<file path="src/rtl/irq_steer_pkg.sv">
package irq_steer_pkg;

  localparam int CFG_W     = 8;
  localparam int NUM_PINS  = 3;
  localparam int NUM_LINES = 4;
  localparam int SHARE_LINE = NUM_LINES - 1;

  // Configuration byte layout, MSB first.
  typedef struct packed {
    logic                rsvd;       // bit 7, no storage
    logic                sel_key;    // bit 6, line 3 source
    logic [NUM_PINS-1:0] both_edge;  // bits 5..3, per pin
    logic [2:0]          sel_pin;    // bits 2..0, per line
  } cause_cfg_t;

  // Line that each external pin shares.
  function automatic int pin_line(input int p);
    case (p)
      0:       return 1;
      1:       return 0;
      default: return 2;
    endcase
  endfunction

endpackage

</file>
<file path="src/rtl/irq_cause_reg.sv">
module irq_cause_reg
  import irq_steer_pkg::*;
(
  input  logic                clk,
  input  logic                rst_n,
  input  logic                wr_en,
  input  logic [CFG_W-1:0]    wr_data,
  output cause_cfg_t          cfg,
  output logic [CFG_W-1:0]    rd_data,
  output logic [NUM_PINS-1:0] rearm
);

  cause_cfg_t cfg_q;
  cause_cfg_t cfg_d;

  always_comb begin
    cfg_d      = cause_cfg_t'(wr_data);
    cfg_d.rsvd = 1'b0;
  end

  always_ff @(posedge clk or negedge rst_n) begin
    if (!rst_n) begin
      cfg_q <= '0;
    end else if (wr_en) begin
      cfg_q <= cfg_d;
    end
  end

  // A write that flips a pin's select or edge mode re-arms that pin.
  for (genvar p = 0; p < NUM_PINS; p++) begin : g_rearm
    localparam int LINE = pin_line(p);
    assign rearm[p] = wr_en &&
                      ((cfg_d.both_edge[p] != cfg_q.both_edge[p]) ||
                       (cfg_d.sel_pin[LINE] != cfg_q.sel_pin[LINE]));
  end

  assign cfg     = cfg_q;
  assign rd_data = CFG_W'(cfg_q);

endmodule

</file>
<file path="src/rtl/irq_pin_edge.sv">
module irq_pin_edge #(
  parameter int SYNC_STAGES = 2
) (
  input  logic clk,
  input  logic rst_n,
  input  logic pin_in,
  input  logic pol_rise,
  input  logic both_edge,
  input  logic rearm,
  output logic hit
);

  localparam int TOP = SYNC_STAGES - 1;

  logic [TOP:0] sync_q;
  logic [TOP:0] sync_d;
  logic         prev_q;
  logic         prev_d;
  logic         sampled;
  logic         rise;
  logic         fall;
  logic         edge_hit;

  assign sampled = sync_q[TOP];

  always_comb begin
    sync_d = {sync_q[TOP-1:0], pin_in};
    prev_d = sampled;
  end

  always_ff @(posedge clk or negedge rst_n) begin
    if (!rst_n) begin
      sync_q <= '0;
      prev_q <= 1'b0;
    end else begin
      sync_q <= sync_d;
      prev_q <= prev_d;
    end
  end

  always_comb begin
    rise = sampled & ~prev_q;
    fall = ~sampled & prev_q;
    if (both_edge) begin
      edge_hit = rise | fall;
    end else if (pol_rise) begin
      edge_hit = rise;
    end else begin
      edge_hit = fall;
    end
    hit = edge_hit & ~rearm;
  end

endmodule

</file>
<file path="src/rtl/irq_line_steer.sv">
module irq_line_steer #(
  parameter int LINES = 4
) (
  input  logic [LINES-1:0] base_evt,
  input  logic [LINES-1:0] alt_evt,
  input  logic [LINES-1:0] sel_alt,
  output logic [LINES-1:0] req
);

  for (genvar i = 0; i < LINES; i++) begin : g_line
    assign req[i] = sel_alt[i] ? alt_evt[i] : base_evt[i];
  end

endmodule

</file>
<file path="src/rtl/irq_cause_steer.sv">
module irq_cause_steer
  import irq_steer_pkg::*;
#(
  parameter int SYNC_STAGES = 2
) (
  input  logic                 clk,
  input  logic                 rst_n,
  input  logic                 reg_wr,
  input  logic [CFG_W-1:0]     reg_wdata,
  output logic [CFG_W-1:0]     reg_rdata,
  input  logic [NUM_PINS-1:0]  ext_irq,
  input  logic [NUM_PINS-1:0]  pin_pol,
  input  logic                 share_en,
  input  logic                 timer0_evt,
  input  logic                 timer1_evt,
  input  logic                 timer2_evt,
  input  logic                 can_err_evt,
  input  logic                 key_evt,
  output logic [NUM_LINES-1:0] irq_req
);

  cause_cfg_t           cfg;
  logic [NUM_PINS-1:0]  rearm;
  logic [NUM_PINS-1:0]  pin_hit;
  logic [NUM_LINES-1:0] base_evt;
  logic [NUM_LINES-1:0] alt_evt;
  logic [NUM_LINES-1:0] sel_alt;

  irq_cause_reg u_reg (
    .clk     (clk),
    .rst_n   (rst_n),
    .wr_en   (reg_wr),
    .wr_data (reg_wdata),
    .cfg     (cfg),
    .rd_data (reg_rdata),
    .rearm   (rearm)
  );

  for (genvar p = 0; p < NUM_PINS; p++) begin : g_pin
    localparam int LINE = pin_line(p);
    irq_pin_edge #(.SYNC_STAGES(SYNC_STAGES)) u_edge (
      .clk       (clk),
      .rst_n     (rst_n),
      .pin_in    (ext_irq[p]),
      .pol_rise  (pin_pol[p]),
      .both_edge (cfg.both_edge[p]),
      .rearm     (rearm[p]),
      .hit       (pin_hit[p])
    );
    assign alt_evt[LINE] = pin_hit[p];
  end

  assign alt_evt[SHARE_LINE] = key_evt;
  assign base_evt = {can_err_evt, timer2_evt, timer1_evt, timer0_evt};
  assign sel_alt  = {share_en & cfg.sel_key, cfg.sel_pin};

  irq_line_steer #(.LINES(NUM_LINES)) u_steer (
    .base_evt (base_evt),
    .alt_evt  (alt_evt),
    .sel_alt  (sel_alt),
    .req      (irq_req)
  );

endmodule

</file>
<file path="config.mk">
export PLATFORM = sky130hd
export DESIGN_NAME = irq_cause_steer
export DESIGN_NICKNAME = d
export VERILOG_FILES = /design/src/rtl/irq_steer_pkg.sv /design/src/rtl/irq_cause_reg.sv /design/src/rtl/irq_pin_edge.sv /design/src/rtl/irq_line_steer.sv /design/src/rtl/irq_cause_steer.sv
export SDC_FILE = /design/constraint.sdc
export NUM_CORES = 1
export LEC_CHECK = 0
export BUFFER_PORTS_ARGS = -buffer_cell sky130_fd_sc_hd__buf_4
export CORE_AREA = 5 5 50 52
export DETAILED_ROUTE_END_ITERATION = 12
export DIE_AREA = 0 0 55 57
export PLACE_DENSITY_LB_ADDON = 0.25
export SLEW_MARGIN = 0
export SYNTH_ARGS = -nofsm -noshare
export SYNTH_HDL_FRONTEND = slang
export SYNTH_HIERARCHICAL = 1
export SYNTH_SLANG_ARGS = --single-unit
</file>
<file path="constraint.sdc">
create_clock -name clk -period 1.7 [get_ports clk]
set_input_delay 0.085 -clock clk [delete_from_list [all_inputs] [get_ports clk]]
set_output_delay 0.085 -clock clk [all_outputs]
set_load 0.1 [all_outputs]
</file>
After elaboration in Yosys (flattened, before gate mapping)
Cells that the tools add are included.
- flip-flop bits (word level): 16
- latch bits: 0
- bits in writable memories: 0
- bits in read-only memories: 0
- output and inout bits: 12
- logic and storage cells: 53
- memories kept: 0
- add/sub/neg operators: 0
- $mul: 0
- divide/modulo/power cells: 0
- magnitude comparators: 0
- equal/unequal tests: 6
- shift operators: 0
- muxes and demuxes: 10
- bitwise logic cells: 22
- reductions and logical operators: 6
- operators by type and width (operator ; count):
    $and A1 B1 Y1 ; 10
    $mux W1 ; 10
    $not A1 Y1 ; 9
    $ne A1 B1 Y1 ; 6
    $logic_and A1 B1 Y1 ; 3
    $logic_or A1 B1 Y1 ; 3
    $or A1 B1 Y1 ; 3

Depth between registers and ports, before layout
Gate-level depths: netlist (run 1).
- depth after elaboration: 6
- depth in mapped cells: 5
- gate-level depth less buffers: 5

Modules after synthesis
The synthesis (run 1) kept the hierarchy.
- by module, submodules not included (module ; instances ; cells an instance ; area an instance (um^2) ; seq. area each (um^2)):
    irq_cause_reg ; 1 ; 34 ; 449.2 ; 175.2
    irq_pin_edge ; 3 ; 10 ; 131.4 ; 75.1
    irq_line_steer ; 1 ; 4 ; 60.1 ; 0.0
    irq_cause_steer ; 1 ; 1 ; 6.3 ; 0.0

Worst setup path after synthesis (run 1)
OpenSTA, ideal clock, no wires.
- path kind: reg2out
- from: register g_pin[1].u_edge.sync_q[1]
- to: output port irq_req[0]
- data arrival time: 1381 ps
- required time: 1615 ps
- slack: 234 ps
- stages on the path, launching flop included: 5
- buffers on the path: 0
- cells stage by stage: dfrtp_1 > ha_1 > mux2_1 > o21a_1 > mux2_4
- cells in the longest elaborated chain, start to end: 6
- ends and longest elaborated chain (element ; RTL line ; RTL):
    from (decl) ; irq_pin_edge.sv:15 ; logic [TOP:0] sync_q;
    from (signal assigned) ; irq_pin_edge.sv:36 ; sync_q <= sync_d;
    $not A1 Y1 ; irq_pin_edge.sv:43 ; fall = ~sampled & prev_q;
    $and A1 B1 Y1 ; irq_pin_edge.sv:43 ;
    $mux W1 / $or A1 B1 Y1 (equally long branches) ; irq_pin_edge.sv:46, irq_pin_edge.sv:45 ;
    $mux W1 * ; irq_pin_edge.sv:44 ; if (both_edge) begin
    $and A1 B1 Y1 * ; irq_pin_edge.sv:51 ; hit = edge_hit & ~rearm;
    named net alt_evt[0] ; irq_cause_steer.sv:26 ; logic [NUM_LINES-1:0] alt_evt;
    $mux W1 * ; irq_line_steer.sv:11 ; assign req[i] = sel_alt[i] ? alt_evt[i] : base_evt[i];
    to (decl) ; irq_cause_steer.sv:19 ; output logic [NUM_LINES-1:0] irq_req
The timed path passes the listed nets; every way through them passes the cells marked *.

Worst setup path in the final report (run 1)
- from: register g_pin[0].u_edge.sync_q[1]
- to: output port irq_req[1]
- cells in the longest elaborated chain, start to end: 6
- ends and longest elaborated chain (element ; RTL line):
    from (decl) ; irq_pin_edge.sv:15
    from (signal assigned) ; irq_pin_edge.sv:36
    $not A1 Y1 ; irq_pin_edge.sv:43
    $and A1 B1 Y1 ; irq_pin_edge.sv:43
    $mux W1 / $or A1 B1 Y1 (equally long branches) ; irq_pin_edge.sv:46, irq_pin_edge.sv:45
    $mux W1 * ; irq_pin_edge.sv:44
    $and A1 B1 Y1 * ; irq_pin_edge.sv:51
    named net alt_evt[1] ; irq_cause_steer.sv:26
    $mux W1 * ; irq_line_steer.sv:11
Marks and branches as above.

==> metrics.txt, run 1 <==
status=finished, violations left; violated checks=setup timing; largest net degree at the start of global routing=17; first-pass GRT wire length=2.60 mm; Iter 0 DRT Violations=0; Max Fclk=544 MHz; die area=3140 sq um; antenna cells=0; setup ws final=-0.137 ns; Via density=4.52; Hold Crit Class=input port to flop; DRT antenna net count=0; fin crit period=1.84 ns; critical path data required time=1.62 ns; setup bufs post-CTS=0; RR Endpoint=u_reg/cfg[1]; Final Hold Viols=0; Num CTS Buffers=3; Crit Path Class=flop to output pin; CTS tree=built; placed inst area=1110 sq um; vias in the first global route=629; initial antenna violation count=0; most frequent cells in the layout=29 x buf_4, 16 x dfrtp_1, 14 x mux2_4; GRT Total Usage=11.6%; Reg2Reg Depth=1; post-route clock period utilization=108%; clock transition at the registers of the reported paths=0.10 ns; # rows=17; R2R Path Start=u_reg/cfg[1]; Vias=574; clk sinks=16; grt total ovfl=0; Post-Place Worst Slack=0.0624 ns; Max Cap Violations=0; WL final=1.57 mm; syn nets=97; die height=57 um; CTS Buffer Depth=2; worst reg-to-reg setup slack=0.87 ns; Design Area, Final=1250 sq um; detailed placement HPWL=1.22 mm; Power Dens Cells=948 nW/um^2; # DRC=0; CP dominant cell by count=mux2_4; Worst setup SP type=flop; Starting Density=43.7%; Ys Warns=6; final setup fails=3; H-Tree Depth=1; CP max-delay cell=dfrtp_1; worst min-delay path endpoint=u_reg/cfg[6]; worst stage delay on the critical path=0.38 ns; synthesized area per cell=13.3 sq um; Initial DRT Pass Iterations=1; Avg WL per Cell=12.4 um; worst-path maximum fanout=3; Ports=35; Clk Latency, worst-skew pair=0.28 ns; leak pwr=0.615 nW; area grow syn2layout=38.1%; CP arrival=1.75 ns; nets=129; Synth Cell Area=902 sq um; Design Power=0.00118 W; Worst Hold Depth=2; RSZ-0062 raised after global routing=yes; clk_skew=0.000654 ns; root buf cell=clkbuf_4; Hold Crit Start=reg_wdata[6]; critical path capture point type=output pin; number of buffers inserted by port buffering=32; gp weighted congestion=0.638; Critical Path, Cell by Cell=inv_1 -> ha_2 -> mux2_4 -> o21a_1 -> mux2_4 -> buf_12; share of cells above drive strength 1=59.6%; setup tns final=-0.386 ns; Die Wd=55 um; Max Slew Vio Count=0; Max VDD drop=559 uV; Mapped Cells=68; Core Region=2060 sq um; commonest non-fill, non-tap cell in the layout=buf_4
## metrics by stage
step                utilization [%]  instances  hold WS [ns]
CTS                            60.4        127        0.0140
detailed placement             53.6        119       -0.0436
global route                   60.4        127        0.0121
global placement               53.6        119       -0.0432
finish                         60.4        127        0.0268
floorplan                         -         68        -0.211
## layer usage
metal	part of all wire (%)	vias up	global-route usage, %
met4	0.45	0	4.17
met2	55	13	19.6
met3	6.6	2	4.18
met1	38	281	12.9
li1	-	278	-
met5	0	-	0
## sequential cells by signal, indices dropped and copies added (netlist names)
signal	count
g_pin.u_edge/prev_q	3
g_pin.u_edge/sync_q	6
u_reg/cfg	7
## layout make-up
cell class / instances / area (sq um)
clock buffers: 4 / 36.3
fillers: 188 / 817
inverters: 6 / 22.5
multi-input cells: 37 / 434
flip-flops and latches: 16 / 400
well taps: 28 / 35.0
repair buffers: 36 / 318
## critical path: cells and delay by family, from the launching register on
kind / cells / cell delay (ns)
buf+inv: 2 / 0.23
compound gates: 1 / 0.17
mux: 2 / 0.53
flops: 1 / 0.38
fa+ha+maj: 1 / 0.16
## power breakdown
part	internal (W)	total [W]	switching, W
sequential	0.000408	0.000437	0.0000292
combinational	0.000187	0.000493	0.000306
clock	0.000130	0.000251	0.000120
## how the worst max path moves through the flow
stage	to	from	cells after the start	slack (ns)
after floorplan	irq_req[0]	g_pin[1].u_edge/sync_q[1]	4	0.23
after global placement	irq_req[0]	g_pin[1].u_edge/sync_q[1]	5	0.10
after detailed placement	irq_req[1]	g_pin[0].u_edge/sync_q[1]	5	0.06
after CTS	irq_req[1]	g_pin[0].u_edge/sync_q[1]	6	-0.18
after global routing	irq_req[1]	g_pin[0].u_edge/sync_q[1]	6	-0.23
final	irq_req[1]	g_pin[0].u_edge/sync_q[1]	6	-0.14
## what timing repair did
action,4_1_cts,5_1_grt
endpoints found under the setup margin,3,3
resized for setup,18,0
hold buffers,4,0
pin swaps,4,2
endpoints found under the hold margin,19,0
Power figures use the tool's default switching activity.
==> inputs of run 2 (changes only) <==
--- a/config.mk
+++ b/config.mk
@@ -5,10 +5,10 @@
 export SDC_FILE = /design/constraint.sdc
 export NUM_CORES = 1
 export LEC_CHECK = 0
-export BUFFER_PORTS_ARGS = -buffer_cell sky130_fd_sc_hd__buf_4
-export CORE_AREA = 5 5 50 52
+export CORE_AREA = 5 5 47 49
 export DETAILED_ROUTE_END_ITERATION = 12
-export DIE_AREA = 0 0 55 57
+export DIE_AREA = 0 0 52 54
+export DONT_BUFFER_PORTS = 1
 export PLACE_DENSITY_LB_ADDON = 0.25
 export SLEW_MARGIN = 0
 export SYNTH_ARGS = -nofsm -noshare
==> run 2 against run 1 <==
Effect of this change:
- the run still ends with setup timing left
- wire length fell by 10%
- maximum frequency rose by 2.7%
- final cell count fell by 8.7%
- core utilization increased by 3.7 points
- worst hold slack gained 0.26 ns
- non-clock buffer count is 10 lower
- count of clock-buffer cells in the layout did not move
==> metrics.txt, run 2 (same netlist as run 1, synthesis figures left out) <==
fin util=64.1% (was 60.4%); largest net degree at the start of global routing=17 (unchanged); clk sinks=16 (unchanged); Die Wd=52 um (was 55 um); Initial DRT Pass Iterations=1 (unchanged); worst-path maximum fanout=3 (unchanged); WL final=1.41 mm (was 1.57 mm); Reg2Reg Depth=3 (was 1); critical path capture point type=output pin (unchanged); Design Power=0.00111 W (was 0.00118 W); clock transition at the registers of the reported paths=0.09 ns (was 0.10 ns); H-Tree Depth=1 (unchanged); CTS Buffer Depth=2 (unchanged); Starting Density=49.5% (was 43.7%); Ports=35 (unchanged); Clk Latency, worst-skew pair=0.28 ns (about the same); number of buffers inserted by port buffering=0 (was 32); vias in the first global route=577 (was 629); footprint of the multi-input gates=434 sq um (unchanged); Power Dens Cells=954 nW/um^2 (was 948 nW/um^2); Via density=4.53 (was 4.52); Crit Path Class=flop to output pin (unchanged); leak pwr=0.545 nW (was 0.615 nW); Vias=526 (was 574); DRT antenna net count=0 (unchanged); root buf cell=clkbuf_4 (unchanged); GRT Total Usage=11.5% (was 11.6%); gp weighted congestion=0.628 (was 0.638); Iter 0 DRT Violations=0 (unchanged); status=finished, violations left (unchanged); Max Fclk=559 MHz (was 544 MHz); Max Cap Violations=0 (unchanged); # rows=16 (was 17); post-route clock period utilization=105% (was 108%); most frequent cells in the layout=18 x dlygate4sd3_1, 16 x dfrtp_1, 14 x mux2_4 (was 29 x buf_4, 16 x dfrtp_1, 14 x mux2_4); Num CTS Buffers=3 (unchanged); violated checks=setup timing (unchanged); die height=54 um (was 57 um); initial antenna violation count=0 (unchanged); Final Hold Viols=0 (unchanged); Max VDD drop=769 uV (was 559 uV); setup ws final=-0.0885 ns (was -0.137 ns); commonest non-fill, non-tap cell in the layout=dlygate4sd3_1 (was buf_4); Reg area=400 sq um (unchanged); Max transition margin=53.3%; max reg flops=7 (unchanged); clk_skew=0.00553 ns (was 0.000654 ns); antenna cells=0 (unchanged); RSZ-0062 raised after global routing=yes (unchanged); fillers=144 (was 188); critical path data required time=1.62 ns (about the same); Core Region=1820 sq um (was 2060 sq um); CTS tree=built (unchanged); Max Slew Vio Count=0 (unchanged); final non-filler cell total=116 (was 127); detailed placement HPWL=979 um (was 1.22 mm); first-pass GRT wire length=2.40 mm (was 2.60 mm); Worst setup SP type=flop (unchanged); final setup fails=3 (unchanged); die area=2810 sq um (was 3140 sq um); grt total ovfl=0 (unchanged); Avg WL per Cell=12.1 um (was 12.4 um); Worst Tran Pin Value=0.698 ns; area grow syn2layout=29.4% (was 38.1%); # DRC=0 (unchanged); fin crit period=1.79 ns (was 1.84 ns); share of cells above drive strength 1=39.3% (was 59.6%); nets=119 (was 129); CP arrival=1.70 ns (was 1.75 ns); placed cells=93 (was 119); Hold Crit Class=input port to asynchronous set/reset pin (was input port to flop)
## run 2: worst paths after layout
kind                                      startpoint                   endpoint  slack, ns
setup / recovery           g_pin[1].u_edge/sync_q[1]                 irq_req[0]      -0.09
hold / removal                                 rst_n               u_reg/cfg[5]       0.29
setup reg to reg                        u_reg/cfg[1]               u_reg/cfg[1]       0.10
hold reg to reg            g_pin[2].u_edge/sync_q[0]  g_pin[2].u_edge/sync_q[1]       0.35
max in group asynchronous                      rst_n               u_reg/cfg[6]       0.97
min in group clk           g_pin[2].u_edge/sync_q[0]  g_pin[2].u_edge/sync_q[1]       0.35
## run 2: per-stage QoR
stage | worst slack (ns) | hold WS, ns | setup TNS (ns) | area (sq um)
after floorplan | 0.234 | -0.211 | 0 | 902
after global placement | 0.194 | -0.210 | 0 | 917
after detailed placement | 0.160 | -0.210 | 0 | 917
after CTS | -0.116 | 0.302 | -0.330 | 1170
after global routing | -0.185 | 0.336 | -0.489 | 1170
final | -0.0885 | 0.285 | -0.243 | 1170
## run 2: timing repair
action                                  4_1_cts  5_1_grt
endpoints found under the setup margin        3        3
pin swaps                                     4        2
endpoints found under the hold margin        26        0
hold buffers                                 18        0
resized for setup                             9        0
buffers inserted                              1        0
## run 2: final cells by class
cell class              count  area share (%)
flip-flops and latches     16            34.3
repair buffers             26            20.6
clock buffers               4            3.11
inverters                   6            1.93
well taps                  27            2.89
multi-input cells          37            37.2
## run 2: power breakdown
part | switching [W] | internal [W] | total, W
Combinational | 0.000292 | 0.000150 | 0.000441
Sequential | 0.0000230 | 0.000408 | 0.000431
Clock | 0.000112 | 0.000130 | 0.000242
Total | 0.000427 | 0.000687 | 0.00111
## run 2: worst max-delay path, stage by stage, from the launching register on
cell and delay [ns]:
dfrtp_1 0.38, inv_1 0.06, ha_2 0.17, mux2_4 0.26
o21a_1 0.16, mux2_4 0.39
## run 2: routing by layer
layer / share of wire, % / GRT usage, % / vias up
met5: 0 / 0 / -
met4: 0 / 5.24 / 0
met3: 7.6 / 1.94 / 0
met2: 48 / 19.2 / 21
met1: 44 / 14.5 / 247
li1: - / - / 258
